<file path="config.mk">
export PLATFORM = sky130hd
export DESIGN_NAME = nmi_gate_top
export DESIGN_NICKNAME = d
export VERILOG_FILES = /design/src/rtl/nmi_gate_pkg.sv /design/src/rtl/nmi_master_reg.sv /design/src/rtl/nmi_err_latch.sv /design/src/rtl/nmi_gate_top.sv
export SDC_FILE = /design/constraint.sdc
export NUM_CORES = 1
export LEC_CHECK = 0
export ABC_AREA = 0
export CELL_PAD_IN_SITES_DETAIL_PLACEMENT = 1
export CELL_PAD_IN_SITES_GLOBAL_PLACEMENT = 1
export CORE_MARGIN = 1
export CORE_UTILIZATION = 10
export CTS_BUF_LIST = sky130_fd_sc_hd__clkbuf_8
export CTS_CLUSTER_SIZE = 20
export DETAILED_ROUTE_END_ITERATION = 10
export GPL_ROUTABILITY_DRIVEN = 0
export PLACE_DENSITY_LB_ADDON = 0.1
export SLEW_MARGIN = 25
export SYNTH_ARGS = -nofsm -noshare
export SYNTH_HDL_FRONTEND = slang
export SYNTH_SLANG_ARGS = --single-unit
</file>
<file path="constraint.sdc">
create_clock -name clk -period 0.8 [get_ports clk]
set_input_delay 0.24 -clock clk [delete_from_list [all_inputs] [get_ports clk]]
set_output_delay 0.24 -clock clk [all_outputs]
set_load 0.01 [all_outputs]
</file>
<file path="src/rtl/nmi_gate_pkg.sv">
package nmi_gate_pkg;
    localparam int ADDR_W     = 10;
    localparam int DATA_W     = 8;
    localparam int SEL_LSB    = 5;
    localparam int MASTER_BIT = 7;
    localparam int NUM_LATCH  = 2;
    localparam logic [ADDR_W-1:0] REG_BASE = 10'h0A0;

    typedef enum int {LAT_PARITY = 0, LAT_CHAN = 1} latch_idx_e;

    typedef struct packed {
        logic chan;
        logic parity;
    } err_flags_t;

    function automatic logic window_hit(input logic [ADDR_W-1:0] a);
        return a[ADDR_W-1:SEL_LSB] == REG_BASE[ADDR_W-1:SEL_LSB];
    endfunction
endpackage

</file>
<file path="src/rtl/nmi_master_reg.sv">
module nmi_master_reg
    import nmi_gate_pkg::*;
#(
    parameter int AW  = ADDR_W,
    parameter int DW  = DATA_W,
    parameter int BIT = MASTER_BIT
) (
    input  logic          clk,
    input  logic          rst,
    input  logic [AW-1:0] io_addr,
    input  logic          io_wr,
    input  logic          dma_cycle,
    input  logic [DW-1:0] wr_data,
    output logic          master_en
);
    logic wr_hit;
    logic unused_data;

    assign wr_hit      = io_wr && !dma_cycle && window_hit(io_addr);
    assign unused_data = ^wr_data;

    always_ff @(posedge clk) begin
        if (rst)
            master_en <= 1'b0;
        else if (wr_hit)
            master_en <= wr_data[BIT];
    end


    master_load_chk: assert property (@(posedge clk) disable iff (rst)
        (io_wr && !dma_cycle && io_addr >= 10'h0A0 && io_addr <= 10'h0BF)
        |=> master_en == $past(wr_data[BIT]));


    dma_write_ignored_chk: assert property (@(posedge clk) disable iff (rst)
        (io_wr && dma_cycle) |=> $stable(master_en));
endmodule

</file>
<file path="src/rtl/nmi_err_latch.sv">
module nmi_err_latch (
    input  logic clk,
    input  logic rst,
    input  logic err,
    input  logic en,
    output logic held
);
    always_ff @(posedge clk) begin
        if (rst || !en)
            held <= 1'b0;
        else if (err)
            held <= 1'b1;
    end


    latch_set_chk: assert property (@(posedge clk) disable iff (rst)
        (en && err) |=> held);


    latch_clear_chk: assert property (@(posedge clk) disable iff (rst)
        !en |=> !held);


    latch_no_spurious_chk: assert property (@(posedge clk) disable iff (rst)
        (!held && !err) |=> !held);
endmodule

</file>
<file path="src/rtl/nmi_gate_top.sv">
module nmi_gate_top
    import nmi_gate_pkg::*;
(
    input  logic              clk,
    input  logic              rst,
    input  logic [ADDR_W-1:0] io_addr,
    input  logic              io_wr,
    input  logic              dma_cycle,
    input  logic [DATA_W-1:0] wr_data,
    input  logic              copro_err,
    input  logic              parity_err,
    input  logic              chan_chk,
    input  logic              parity_en,
    input  logic              chan_en,
    output logic              nmi,
    output logic              parity_flag,
    output logic              chan_flag
);
    logic                 master_en;
    logic [NUM_LATCH-1:0] err_vec;
    logic [NUM_LATCH-1:0] en_vec;
    logic [NUM_LATCH-1:0] held_vec;
    err_flags_t           flags;

    nmi_master_reg #(
        .AW(ADDR_W), .DW(DATA_W), .BIT(MASTER_BIT)
    ) i_master (
        .clk(clk), .rst(rst), .io_addr(io_addr), .io_wr(io_wr),
        .dma_cycle(dma_cycle), .wr_data(wr_data), .master_en(master_en)
    );

    assign err_vec[LAT_PARITY] = parity_err;
    assign err_vec[LAT_CHAN]   = chan_chk;
    assign en_vec[LAT_PARITY]  = parity_en;
    assign en_vec[LAT_CHAN]    = chan_en;

    for (genvar g = 0; g < NUM_LATCH; g++) begin : g_lat
        nmi_err_latch i_lat (
            .clk(clk), .rst(rst), .err(err_vec[g]),
            .en(en_vec[g]), .held(held_vec[g])
        );
    end

    assign flags.parity = held_vec[LAT_PARITY];
    assign flags.chan   = held_vec[LAT_CHAN];

    assign parity_flag = flags.parity;
    assign chan_flag   = flags.chan;
    assign nmi         = master_en && (copro_err || (|held_vec));


    masked_quiet_chk: assert property (@(posedge clk) disable iff (rst)
        !master_en |-> !nmi);


    copro_pass_chk: assert property (@(posedge clk) disable iff (rst)
        (master_en && copro_err) |-> nmi);


    reset_clear_chk: assert property (@(posedge clk)
        rst |=> (!nmi && !parity_flag && !chan_flag));
endmodule

</file>
Word level (Yosys, flattened, before mapping):

Cells that the tools add are included.

* word-level logic and storage cells: 14
* flip-flop bits (word level): 3
* memory bits (writable): 0
* memories: 0
* bits in read-only memories: 0
* latch bits: 0

* bitwise gates (word level): 0
* equal/unequal tests: 1
* multiplexer cells: 0
* $lt $le $gt $ge: 0
* shift-type cells: 0
* reduce and logical (&&, ||, !) cells: 10
* div/mod/pow operators: 0
* multiply operators: 0
* add/subtract/negate cells: 0

Operators with widths (count)
* $eq A5 B3 Y1 const B: 1
* $logic_and A1 B1 Y1: 3
* $logic_not A1 Y1: 3
* $logic_or A1 B1 Y1: 3
* $reduce_or A2 Y1: 1

Logic depth before layout (Yosys ltp):

* word-level depth: 3
* gate-level depth with buffers: 3
* depth with buffers taken out: 3

By module:

From an unflattened synthesis, not the netlist that was laid out.

* cells, all modules: 13
* area total of the unflattened synthesis: 145.1 um2

By module, submodules not included
* nmi_err_latch: instances 2, cells an instance 3, area each 36.3 um2, seq. area each 20.0 um2
* nmi_master_reg: instances 1, cells an instance 6, area each 63.8 um2, seq. area each 20.0 um2
* nmi_gate_top: instances 1, cells an instance 1, area each 8.8 um2, seq. area each 0.0 um2

Least setup slack after synthesis:

Ideal clock, no wire load.

* kind: reg2out
* start point: register g_lat[1].i_lat.held
* end point: output nmi
* cell stages (with the launch flop): 2
* path buffers: 0
* slack: -100 ps
* arrival time: 660 ps
* cell sequence: dfxtp_1 o31a_1

* cells in the longest elaborated chain, start to end: 3

RTL lines
* start, declared: line nmi_err_latch.sv:6 `output logic held`
* start signal, assigned: line nmi_err_latch.sv:10 `held <= 1'b0;`
* start signal, assigned: line nmi_err_latch.sv:12 `held <= 1'b1;`
* $reduce_or A2 Y1: line nmi_gate_top.sv:49 `assign nmi = master_en && (copro_err || (|held_vec));`
* $logic_or A1 B1 Y1: line nmi_gate_top.sv:49
* $logic_and A1 B1 Y1: line nmi_gate_top.sv:49
* end, declared: line nmi_gate_top.sv:15 `output logic nmi,`

Every way passes these cells.

Worst setup path in the final report:

* start point: register g_lat[0].i_lat.held
* end point: output nmi

* cells in the longest elaborated chain, start to end: 3

RTL lines (line)
* start, declared: nmi_err_latch.sv:6
* start signal, assigned: nmi_err_latch.sv:10
* start signal, assigned: nmi_err_latch.sv:12
* $reduce_or A2 Y1: nmi_gate_top.sv:49
* $logic_or A1 B1 Y1: nmi_gate_top.sv:49
* $logic_and A1 B1 Y1: nmi_gate_top.sv:49

Every way passes these cells.

==> impl_metrics.toml <==
[global_routing]
grt_start_max_net_pins = 4
grt_pass1_vias = 189
use_met3_pct = 3.468
gr-usage-met2_pct = 12.92
antenna_found_initial = 0
grt_pass1_wl_um = 655
grt.total_usage_pct = 6.691
gr-total-overflow = 0
top_usage_layer = "met2"
use_met1_pct = 5.556

[drt]
drt_iter0_drc = 0
wl_per_cell_um = 9.300
firstDrtPassIters = 1
drcViolationCount = 0
routed_wl_um = 465
viasPerCell = 3.800
ant_nets = 0
vias = 190

[flow_run]
maxCapViolations = 0

[cells_and_area]
diodes = 0
syn_to_final_growth_pct = 202.8
drive_gt1_share_pct = 38.89
fin_nets = 64
fin_area_um2 = 409.1
final_core_utilization_pct = 34.49

[power_and_ir_drop]
p_leak_nw = 0.1823
vdd_drop_max_v = 0.0009491
power_density_nw_per_um2 = 1673

[floorplan]
initial_core_util_pct = 11.39
io_pins = 30
die_h_um = 38.76
coreArea_um2 = 1186
dieArea_um2 = 1502
placementRows = 12
die_w_um = 38.76

[sta]
finalHoldViolCount = 0
rsz0062_at_grt = "yes"
worst_slack_ns = -0.3598
relSlewSlack_pct = 88.09
tightest_slew_ns = 0.1786
slew_violations = 0
whs_ns = 0.3362
fin_crit_ns = 1.160
setup_viol = 3
finalCritPeriodShare_pct = 145.0
max_freq_mhz = 862.3
final.setup.tns_ns = -0.7204
skew_ns = 0

[yosys]
netlist_top_cells_area = "dfxtp_1, nor3b_1, and4bb_1"
synth_cells = 13
syn_nets = 40
synth_commonest_cells = "dfxtp_1, nor3b_1, nor2_1"
synthesis.area_um2 = 135.1
syn_area_per_cell_um2 = 10.39
ys_seq_area_share_pct = 44.44
synth-edff-count = 0
yosysTopAreaCell = "dfxtp_1"
async_flop_share_pct = 0
synth_flop_cell = "dfxtp_1"
ys_warn_count = 0
yosys.area.top_type_share_pct = 44.44
ys_ff_latch = 3
synth_cell_type_count = 8

[setup_path]
cp.arrival_ns = 0.92
r2r_start = "i_master.master_en"
startpoint = "g_lat[0].i_lat.held"
r2r_slack_ns = 0.08
start_kind = "flop"
worst_setup_path_end_kind = "primary output"
required_ns = 0.56
worstPathMaxFanout = 2
critical_path_class = "reg -> out"

[clock_tree]
clockBufferDepth = 2
path_clk_slew_ns = 0.03
postCtsHoldBufs = 0
numCtsBuffers = 3
cts_sinks = 3
cts_tree = "built"
postCtsSetupBuffers = 0
clockRootBuffer = "clkbuf_8"
worst_skew_pair.late_latency_ns = 0.21
htreeDepth = 1

[run_status]
violations = "setup timing"
status = "finished with violations"

[hold_path]
hp-start = "chan_chk"
min_path_type = "in -> reg"

[place]
place_area_um2 = 339.1
numPortBuffers = 17
cell type report:
cell class | count | area, µm²
fill | 147 | 777.0
timing repair buffer | 19 | 190.2
multi-input combinational | 10 | 93.84
sequential | 3 | 62.56
clock buffer | 3 | 41.29
tap | 14 | 17.52
clock inverter | 1 | 3.754
repair_timing:
action / 4_1_cts / 5_1_grt
gates resized for setup: 31 / 7
gates cloned: 0 / 0
pin swaps: 6 / 6
setup endpoints to repair: 5 / 5
hold endpoints to repair: 0 / 0
state kept, by name, indices dropped and copies added, names as in the netlist:
| signal | count |
|---|---|
| i_master.master_en | 1 |
| g_lat.i_lat.held | 2 |
worst paths after layout:
check                   endpoint  depth (start not counted)
max                          nmi                          2
min          g_lat[1].i_lat.held                          3
max reg2reg   i_master.master_en                          2
min reg2reg   i_master.master_en                          2
worst max-delay path, cell delays in order, from the launching register on:
cell and delay, ns:
dfxtp_2 0.31, o31a_1 0.26, buf_2 0.14
layout by cell type (no fill, tap or decap):
| master | count |
|---|---|
| a21bo_1 | 1 |
| a21oi_2 | 1 |
| and4bb_1 | 1 |
| buf_2 | 1 |
| buf_6 | 4 |
| clkbuf_8 | 3 |
| clkdlybuf4s15_1 | 7 |
| clkdlybuf4s50_1 | 4 |
| dfxtp_1 | 1 |
| dfxtp_2 | 2 |
| dlygate4sd2_1 | 2 |
| dlymetal6s2s_1 | 1 |
| inv_1 | 1 |
| nand3_1 | 1 |
| nor2_1 | 1 |
| nor2_2 | 1 |
| nor3b_1 | 1 |
| nor3b_2 | 1 |
| nor3b_4 | 1 |
| o31a_1 | 1 |
logic make-up (layout without fill, tap and decap cells):
kind of cell / count (synthesis) / after routing / synth area share (%)
AO/OA/AOI/OAI: 3 / 3 / 20.37
buffers and inverters: 0 / 23 / 0
flip-flops: 3 / 3 / 44.45
AND/OR/NAND/NOR: 7 / 7 / 35.18
where the power goes:
part	switching, mW	internal [mW]
clock	0.0957	0.326
sequential	0.00329	0.157
combinational	0.0268	0.0755
metal layers:
layer	share of wire, %	vias to the layer above
li1	-	95
met1	36	88
met2	55	7
met3	8.4	0
met4	0	0
met5	0	-
stage by stage:
stage | cells | setup slack (ns) | power (mW)
global placement | 46 | -0.8395 | 0.2608
CTS | 50 | -0.3806 | 0.6941
global route | 50 | -0.3783 | 0.7175
detailed placement | 46 | -0.8463 | 0.2634
finish | 50 | -0.3598 | 0.6845
floorplan | 13 | -0.06677 | 0.1758
No activity file was read; power rests on OpenSTA's default activity.
